==> src/rtl/sflash_frame.sv <==
module sflash_frame #(
  parameter int CLK_DIV = 2,
  parameter int LEN_W   = 12,
  parameter int DUMMY_W = 4
) (
  input  logic               clk,
  input  logic               rst_n,
  input  logic               start,
  input  logic [7:0]         cmd_opcode,
  input  logic [1:0]         cmd_abytes,
  input  logic [23:0]        cmd_addr,
  input  logic [DUMMY_W-1:0] cmd_dummy,
  input  logic               cmd_write,
  input  logic               cmd_quad,
  input  logic [LEN_W-1:0]   cmd_len,
  output logic               busy,
  output logic               done,
  input  logic [7:0]         tx_data,
  input  logic               tx_valid,
  output logic               tx_ready,
  output logic [7:0]         rx_data,
  output logic               rx_valid,
  input  logic               rx_ready,
  output logic               cs_n,
  output logic               sclk,
  output logic [3:0]         io_out,
  output logic [3:0]         io_oe,
  input  logic [3:0]         io_in
);
  localparam int DIV_W = $clog2(2 * CLK_DIV) < 1 ? 1 : $clog2(2 * CLK_DIV);
  localparam int BW    = DUMMY_W > 3 ? DUMMY_W : 3;

  typedef enum logic [2:0] {S_IDLE, S_CMD, S_ADDR, S_DUMMY, S_DATA, S_FIN, S_GAP} phase_t;

  phase_t             phase, nxt;
  logic [DIV_W-1:0]   div;
  logic [BW-1:0]      bits;
  logic [7:0]         sr, rsr;
  logic [23:0]        ar;
  logic [1:0]         a_left;
  logic [DUMMY_W-1:0] q_dummy;
  logic               q_tx, q_quad, need;
  logic [LEN_W-1:0]   len_left;
  logic               sclk_r, cs_r, done_r, rx_valid_r;
  logic [7:0]         rx_data_r;

  wire active  = (phase == S_CMD) || (phase == S_ADDR) || (phase == S_DUMMY) || (phase == S_DATA);
  wire run     = active && !(phase == S_DATA && need);
  wire tick    = (div == DIV_W'(CLK_DIV - 1));
  wire rise    = run && tick && !sclk_r;
  wire fall    = run && tick && sclk_r;
  wire gap_end = (div == DIV_W'(2 * CLK_DIV - 1));
  wire quad_rx = q_quad && !q_tx;

  assign busy     = (phase != S_IDLE);
  assign done     = done_r;
  assign cs_n     = cs_r;
  assign sclk     = sclk_r;
  assign rx_data  = rx_data_r;
  assign rx_valid = rx_valid_r;
  assign tx_ready = (phase == S_DATA) && need && q_tx;
  assign io_out   = (phase == S_DATA && q_quad) ? sr[7:4] : {3'b000, sr[7]};

  always_comb begin
    if (!active && phase != S_FIN)                    io_oe = 4'b0000;
    else if (quad_rx && (phase == S_DUMMY || phase == S_DATA || phase == S_FIN))
                                                      io_oe = 4'b0000;
    else if (q_quad && q_tx && phase == S_DATA)       io_oe = 4'b1111;
    else                                              io_oe = 4'b0001;
  end

  always_comb begin
    nxt = S_FIN;
    if (phase == S_CMD && a_left != 2'd0)                             nxt = S_ADDR;
    else if ((phase == S_CMD || phase == S_ADDR) && q_dummy != '0)    nxt = S_DUMMY;
    else if (phase != S_DATA && len_left != '0)                       nxt = S_DATA;
  end

  always_ff @(posedge clk or negedge rst_n) begin
    if (!rst_n) begin
      phase <= S_IDLE; div <= '0; bits <= '0; sr <= '0; rsr <= '0; ar <= '0;
      a_left <= '0; q_dummy <= '0; q_tx <= 1'b0; q_quad <= 1'b0; need <= 1'b0;
      len_left <= '0; sclk_r <= 1'b0; cs_r <= 1'b1; done_r <= 1'b0;
      rx_valid_r <= 1'b0; rx_data_r <= '0;
    end else begin
      done_r <= 1'b0;
      if (rx_valid_r && rx_ready) rx_valid_r <= 1'b0;
      if (run) begin
        div <= tick ? '0 : div + 1'b1;
        if (tick) sclk_r <= ~sclk_r;
      end
      if (rise) rsr <= q_quad ? {rsr[3:0], io_in} : {rsr[6:0], io_in[1]};
      case (phase)
        S_IDLE: if (start) begin
          phase    <= S_CMD;
          cs_r     <= 1'b0;
          sclk_r   <= 1'b0;
          div      <= '0;
          sr       <= cmd_opcode;
          bits     <= BW'(7);
          a_left   <= cmd_abytes;
          q_dummy  <= cmd_dummy;
          q_tx     <= cmd_write;
          q_quad   <= cmd_quad;
          len_left <= cmd_len;
          need     <= 1'b0;
          case (cmd_abytes)
            2'd1:    ar <= {cmd_addr[7:0], 16'h0000};
            2'd2:    ar <= {cmd_addr[15:0], 8'h00};
            default: ar <= cmd_addr;
          endcase
        end
        S_CMD, S_ADDR, S_DUMMY, S_DATA: begin
          if (phase == S_DATA && need) begin
            if (q_tx ? tx_valid : !rx_valid_r) begin
              need <= 1'b0;
              bits <= q_quad ? BW'(1) : BW'(7);
              if (q_tx) sr <= tx_data;
            end
          end else if (fall) begin
            if (bits != '0) begin
              bits <= bits - 1'b1;
              sr   <= (phase == S_DATA && q_quad) ? {sr[3:0], 4'h0} : {sr[6:0], 1'b0};
            end else if (phase == S_ADDR && a_left != 2'd0) begin
              sr     <= ar[23:16];
              ar     <= {ar[15:0], 8'h00};
              a_left <= a_left - 1'b1;
              bits   <= BW'(7);
            end else if (phase == S_DATA) begin
              if (!q_tx) begin
                rx_data_r  <= rsr;
                rx_valid_r <= 1'b1;
              end
              len_left <= len_left - 1'b1;
              if (len_left == LEN_W'(1)) phase <= S_FIN;
              else                       need  <= 1'b1;
            end else begin
              phase <= nxt;
              case (nxt)
                S_ADDR: begin
                  sr     <= ar[23:16];
                  ar     <= {ar[15:0], 8'h00};
                  a_left <= a_left - 1'b1;
                  bits   <= BW'(7);
                end
                S_DUMMY: begin
                  sr   <= 8'h00;
                  bits <= BW'(q_dummy - 1'b1);
                end
                S_DATA:  need <= 1'b1;
                default: ;
              endcase
            end
          end
        end
        S_FIN: begin
          cs_r   <= 1'b1;
          done_r <= 1'b1;
          div    <= '0;
          phase  <= S_GAP;
        end
        S_GAP: begin
          if (gap_end) phase <= S_IDLE;
          else         div   <= div + 1'b1;
        end
        default: phase <= S_IDLE;
      endcase
    end
  end

  AST_IDLE_QUIET: assert property (@(posedge clk) disable iff (!rst_n)
    !busy |-> (cs_n && !sclk && io_oe == 4'b0000));
  AST_OUT_STABLE_HIGH: assert property (@(posedge clk) disable iff (!rst_n)
    (sclk && $past(sclk)) |-> $stable(io_out));
  AST_QUAD_RX_RELEASED: assert property (@(posedge clk) disable iff (!rst_n)
    (!cs_n && $past(!cs_n) && quad_rx && $past(io_oe) == 4'b0000) |-> io_oe == 4'b0000);
  AST_DONE_AFTER_CS: assert property (@(posedge clk) disable iff (!rst_n)
    done |-> cs_n);
  AST_START_IGNORED: assert property (@(posedge clk) disable iff (!rst_n)
    (busy && start) |=> $stable({q_tx, q_quad, q_dummy}));
  AST_RX_HOLD: assert property (@(posedge clk) disable iff (!rst_n)
    (rx_valid && !rx_ready) |=> (rx_valid && $stable(rx_data)));
  AST_TX_WAIT_CLK_LOW: assert property (@(posedge clk) disable iff (!rst_n)
    tx_ready |-> !sclk);
endmodule

==> config.mk <==
export PLATFORM = sky130hd
export DESIGN_NAME = sflash_frame
export DESIGN_NICKNAME = d
export VERILOG_FILES = /design/src/rtl/sflash_frame.sv
export SDC_FILE = /design/constraint.sdc
export NUM_CORES = 1
export LEC_CHECK = 0
export BUFFER_PORTS_ARGS = -buffer_cell sky130_fd_sc_hd__buf_2
export CORE_UTILIZATION = 50
export DETAILED_ROUTE_END_ITERATION = 16
export GPL_TIMING_DRIVEN = 1
export PLACE_DENSITY = 0.8
export RECOVER_POWER = 25
export SETUP_SLACK_MARGIN = 0.02
export SLEW_MARGIN = 20
export SYNTH_ARGS = -nofsm -noshare
export SYNTH_HDL_FRONTEND = slang
export SYNTH_SLANG_ARGS = --single-unit
==> constraint.sdc <==
create_clock -name clk -period 7.1 [get_ports clk]
set_input_delay 1.065 -clock clk [delete_from_list [all_inputs] [get_ports clk]]
set_output_delay 1.065 -clock clk [all_outputs]
set_load 0.02 [all_outputs]
==> impl_metrics.tcl, run 1 <==
set metrics [dict create \
    ant_nets 0 \
    worstPathArrival_ns 2.49 \
    r2r_start "bits[0]" \
    regToRegEndpoint "a_left[0]" \
    rows 35 \
    dr.pass1.iters 5 \
    die_h_um 102 \
    cts_root_buf "clkbuf_8" \
    synth_fp_nets 659 \
    drive_gt1_frac 0.193 \
    vias_per_cell 5.85 \
    finalWeightedCongestion 0.956 \
    die_w_um 102 \
    max_cap_violations 0 \
    netlist_area_sq_um 4960 \
    yosys_warnings 0 \
    tns_ns 0 \
    hold_path_startpoint "cs_n" \
    grt_first_pass_wirelength_mm 19.7 \
    grt-ovfl-total 0 \
    finalSetupViolations 0 \
    path_class "register to output pin" \
    cp-end-kind "output pin" \
    fin_skew_ns 0.00744 \
    seq_area_sq_um 2050 \
    path_max_fanout 35 \
    synthTopCellsByArea "dfrtp_1 41%, nand2_1 7.0%, o21ai_0 4.9%" \
    period_minus_slack_ns 3.55 \
    hold_class "register to register" \
    grt_pass1_vias 4132 \
    r2r_slack_ns 4.26 \
    async_reset_ff_frac 1.00 \
    synthMostInstantiatedCell "nand2_1" \
    relSlewSlack 0.365 \
    ios 91 \
    finalHoldViolCount 0 \
    post_cts_buffers 0 \
    core_sq_um 9420 \
    route.detailed.drc 0 \
    io_buffers 90 \
    fin_ws_ns 3.55 \
    pwr_density_cell_nw_per_um2 414 \
    cts_resized 0 \
    grtUsageTotal 0.243 \
    synth_top_area_cell "dfrtp_1" \
    synth_cell_types 60 \
    seq_area_frac_synth 0.414 \
    timing.final.crit_share 0.500 \
    cts_buffers 9 \
    tightest_slew_ns 0.945 \
    clkSinkCount 82 \
    synth_top_area_frac 0.408 \
    syn-instance-count 580 \
    fmax_mhz 282 \
    cts_hold_buffers 0 \
    ys_seq_elements 82 \
    die_area_sq_um 10300 \
    drt_wl_total_mm 11.9 \
    whs_ns 0.464 \
    clk_latency_ns 0.36 \
    n_antenna_cell 0 \
    rsz0062_at_grt "no" \
    rr_worst_depth 8 \
    antenna_found_initial 1 \
    grt_max_degree 83 \
    critPathRequiredTime_ns 6.03 \
    areaGrowthSynthToFinish_pct 12.5 \
    power_leakage_nw 2.57 \
    run_status "finished clean" \
    ys_top_cells_by_count "93 x nand2_1, 81 x dfrtp_1, 49 x o21ai_0" \
    final_net_count 720 \
    h-tree-depth 3 \
    synth_area_per_cell_sq_um 8.56 \
    drv_slew 0 \
    via_count 4534 \
    clkSlewWorstSetupHoldPaths_ns 0.08 \
    wire_per_inst_um 15.4 \
    synth_edf_count 0 \
    multi_input_area_sq_um 2640 \
    hold_path_end "cs_n" \
    synth_ff_type "dfrtp_1" \
    ir_drop_uv 181 \
    post-place-ws_ns 3.99 \
    clk_path_buf_depth 2 \
    cts_tree "done" \
    fillers 827 \
    holdPathStages 2 \
    hpwl_mm 8.52 \
    initial_core_util 0.527 \
    drtIter0Drc 267 \
    start_kind "register" \
]
[per-stage QoR]
stage                     std cells  utilization  power (mW)  cell area, sq um
final                           775        0.593        2.31              5580
after global routing            775        0.593        2.50              5580
after CTS                       774        0.591        2.31              5570
after detailed placement        758        0.573        1.99              5400
after global placement          758        0.573        1.94              5400
after floorplan                 580            -        1.72              4960
[worst max-delay path, cell delays in order (launching register included)]
cell       delay [ns]
dfrtp_1          0.96
nand4bb_1        0.55
mux2_2           0.45
buf_2            0.16
[layout by cell type, fill, tap and decap left out, types with 7 or more instances in the layout]
cell,count
a211oi_1,9
a21oi_1,33
a221o_1,7
a22oi_1,9
buf_2,89
clkbuf_8,10
dfrtp_1,81
ha_1,10
inv_1,16
mux2_4,8
mux2i_1,21
nand2_1,93
nand3_1,25
nor2_1,33
nor2b_1,7
nor3_1,7
nor3b_1,7
o21ai_0,49
o21ai_1,31
o31ai_1,8
[metal layers]
layer  part of all wire  up-vias  GRT usage
met5             0.0011        -          0
met4              0.019        2     0.0758
met3              0.084       23     0.0587
met2               0.45      224      0.383
met1               0.45     2089      0.330
li1                   -     2196          -
[kinds of logic (layout without fill, tap and decap cells)]
group	count (synthesis)	after routing	synth area share
adders and majority gates	11	11	0.0272
buffers and inverters	61	127	0.0545
DFF	82	82	0.414
muxes	32	32	0.0734
and+or+nand+nor	207	207	0.198
xor gates and xnor gates	3	3	0.00530
AOI/OAI and AO/OA	184	184	0.227
[cell type report]
cell class                      count  area share
Multi-Input combinational cell    437       0.473
Clock buffer                       12      0.0260
Timing Repair Buffer               95      0.0885
Sequential cell                    82       0.368
Inverter                           16      0.0108
Clock inverter                      4     0.00493
Tap cell                          129      0.0289
[power breakdown]
| group | switching [mW] | leakage [nW] | total (mW) | internal (mW) |
|---|---|---|---|---|
| registers | 0.202 | 1.05 | 0.863 | 0.661 |
| clock network | 0.172 | 0.0786 | 0.308 | 0.136 |
| logic | 0.679 | 1.44 | 1.14 | 0.458 |
[sequential cells by signal (all words and copies together), names as in the netlist]
signal    flops
rx_data       8
done          1
rx_valid      1
sr            8
need          1
phase         3
q_quad        1
cs_n          1
ar           24
div           2
a_left        2
rsr           8
len_left     12
q_tx          1
q_dummy       4
sclk          1
bits          4
[worst max-delay path by stage]
stage	start	to	cells after the start	slack, ns
after global routing	phase[2]	io_out[0]	3	3.42
after detailed placement	phase[2]	io_out[0]	3	3.99
after floorplan	phase[1]	io_oe[2]	7	4.19
after global placement	phase[2]	io_out[0]	3	4.07
final	phase[2]	io_out[0]	3	3.55
after CTS	phase[2]	io_out[0]	3	3.59
(Power assumes the default switching activity.)
==> run 2, diff against run 1 <==
ABC_AREA = 1   (was default)
PLACE_DENSITY = 0.79   (was 0.8)
clock period = 3.45 ns   (was 7.1 ns; I/O delays follow)
==> run 2 against run 1 <==
- the run now ends with max-capacitance violations, max-slew violations left
- sequential power up 100%
- power is 150% higher
- die area rose by 7.5%
- largest power group unchanged
- synthesized cell count grew 33%
- first-iteration DRC count grew 61%
- highest routed layer is now met4
- cell count rose by 27%
- area after synthesis is 7.7% higher
- setup slack got worse by 2.8 ns
- global-route usage up 0.13 points
- sequential share of layout area fell by 2.8 points
- largest cell class unchanged
- clock skew is 0.0056 ns higher
==> impl_metrics.tcl, run 2 <==
set metrics [dict create \
    run_status "complete, but fails checks" \
    violations "max-capacitance violations, max-slew violations" \
    clkSlewWorstSetupHoldPaths_ns 0.08 \
    yosys.area_share.xor_xnor 0.00820 \
    clk_latency_ns 0.37 \
    grt_max_degree 83 \
    synthTopCellsByArea "dfrtp_1 38%, nand2_1 19%, nand3_1 7.3%" \
    synth_compound_area_frac 0.105 \
    wire_per_inst_um 12.8 \
    fin_skew_ns 0.0131 \
    synthMostInstantiatedCell "nand2_1" \
    seq_area_sq_um 2050 \
    fmax_mhz 369 \
    fillers 1001 \
    cts_root_buf "clkbuf_8" \
    async_reset_ff_frac 1.00 \
    rsz0062_at_grt "no" \
    hold_path_startpoint "cmd_dummy[3]" \
    worstPathCellList "clkinv_1, nor2_1, nand2_1, o21ai_0, buf_2" \
    drv_slew 83 \
    yosys_warnings 0 \
    ir_drop_uv 394 \
    cts_buffers 9 \
    drtIter0Drc 430 \
    synth_fa_ha_area_frac 0.0234 \
    synth_ff_type "dfrtp_1" \
    h-tree-depth 3 \
    initial_core_util 0.518 \
    yosys.area_share.simple 0.388 \
    ys_seq_elements 82 \
    grt_first_pass_wirelength_mm 21.9 \
    ios 91 \
    power_leakage_nw 3.26 \
    cts_tree "done" \
    timing.final.crit_share 0.785 \
    drt_wl_total_mm 12.6 \
    synth_top_area_cell "dfrtp_1" \
    ys_top_cells_by_count "266 x nand2_1, 81 x dfrtp_1, 78 x nand3_1" \
    worstPathArrival_ns 2.19 \
    r2r_slack_ns 1.04 \
    r2r_start "phase[2]" \
    holdPathStages 3 \
    hold_path_end "q_dummy[3]" \
    synth_fp_nets 848 \
    synth_top_family_by_area "simple AND/OR/NAND/NOR gates" \
    seq_area_frac_synth 0.384 \
    dr.pass1.iters 5 \
    rr_worst_depth 10 \
    cp_slowest_stage_delay_ns 0.57 \
    cts_resized 0 \
    synth_edf_count 0 \
    critPathRequiredTime_ns 2.93 \
    final_common_cell "nand2_1" \
    relSlewSlack -0.320 \
    period_minus_slack_ns 2.71 \
    post_cts_buffers 0 \
    clk_path_buf_depth 2 \
    final_net_count 926 \
    vias_per_cell 5.22 \
    pwr_density_cell_nw_per_um2 955 \
    clkSinkCount 82 \
    finalSetupViolations 0 \
    max_cap_violations 1 \
    antenna_found_initial 0 \
    dpl_cell_area_sq_um 5830 \
    via_count 5154 \
    synth_cell_types 37 \
    tightest_slew_ns 1.98 \
    final_area_sq_um 6040 \
    areaGrowthSynthToFinish_pct 13.0 \
    cts_hold_buffers 0 \
    finalWeightedCongestion 0.873 \
    path_class "register to output pin" \
    grt_pass1_vias 4695 \
    cp-end-kind "output pin" \
    synth_mux_area_frac 0 \
    synth_top_area_frac 0.379 \
    tns_ns 0 \
    netlist_area_sq_um 5340 \
    final_cell_mix "266 x nand2_1, 89 x buf_2, 81 x dfrtp_1" \
    largest_reg_flops 24 \
    grt-ovfl-total 0 \
    die_area_sq_um 11100 \
    reg.largest.list "ar x24, len_left x12" \
    multi_input_area_sq_um 2810 \
    slowest_stage "dfrtp_1" \
    ant_nets 0 \
    finalHoldViolCount 0 \
    n_antenna_cell 0 \
    drive_gt1_frac 0.200 \
    hold_class "input port to register" \
    die_w_um 105 \
    syn-instance-count 769 \
    synth_area_per_cell_sq_um 6.95 \
    grtUsageTotal 0.244 \
    die_h_um 105 \
    core_sq_um 10300 \
    crit_family "simple AND/OR/NAND/NOR gates" \
    regMostFlops "ar" \
    worst-path-buf-inv 2 \
    io_buffers 90 \
    regToRegEndpoint "len_left[1]" \
    route.detailed.drc 0 \
    rows 37 \
    hpwl_mm 8.92 \
    path_max_fanout 12 \
    start_kind "register" \
]
## run 2: per-layer routing
layer  vias up  GRT usage  share of wire
li1       2609          -              -
met1      2343      0.349           0.47
met2       182      0.380           0.45
met3        20     0.0439          0.059
met4         0     0.0684          0.015
met5         -          0              0
## run 2: cell type report
| cell class | count | area share |
|---|---|---|
| inverters | 81 | 0.0520 |
| clock inverters | 7 | 0.0139 |
| flip-flops and latches | 82 | 0.340 |
| multi-input cells | 578 | 0.465 |
| well taps | 136 | 0.0282 |
| clock buffers | 9 | 0.0205 |
| repair buffers | 95 | 0.0808 |
## run 2: logic make-up after synthesis
group                    count (synthesis)
XOR/XNOR                                 5
flip-flops                              82
AO/OA/AOI/OAI                           99
buffers and inverters                  109
AND/OR/NAND/NOR                        464
adder cells (fa/ha/maj)                 10
## run 2: worst max-delay path by stage
| stage | start | depth (start not counted) | end |
|---|---|---|---|
| floorplan | phase[0] | 7 | io_oe[2] |
| global placement | cmd_abytes[0] | 10 | ar[22] |
| detailed placement | phase[2] | 10 | len_left[1] |
| CTS | phase[2] | 6 | io_oe[0] |
| global route | q_quad | 5 | io_out[0] |
| finish | q_quad | 5 | io_out[0] |
## run 2: power by group
| group | internal [mW] | leakage, nW | switching (mW) |
|---|---|---|---|
| Combinational | 1.07 | 2.10 | 2.22 |
| Clock | 0.348 | 0.103 | 0.390 |
| Sequential | 1.38 | 1.05 | 0.356 |
| Total | 2.80 | 3.26 | 2.97 |
## run 2: worst reg2reg max path, cell delays in order (launching register included)
cell	delay, ns
dfrtp_1	0.57
inv_2	0.17
o21ai_1	0.11
nand2_4	0.30
nand2_4	0.11
inv_4	0.10
nand3_4	0.08
nand2_4	0.08
nand4_1	0.48
nand2_1	0.22
nand2_1	0.06
## run 2: per-stage QoR
step	worst slack [ns]	total power [mW]	hold WS, ns	util	cells
3_3_place_gp	1.12	4.95	0.452	0.565	972
5_1_grt	0.596	6.34	0.377	0.585	988
4_1_cts	0.754	5.77	0.362	0.585	988
6_report	0.740	5.76	0.372	0.585	988
3_5_place_dp	1.08	5.01	0.456	0.565	972
2_1_floorplan	1.26	4.35	0.222	-	769
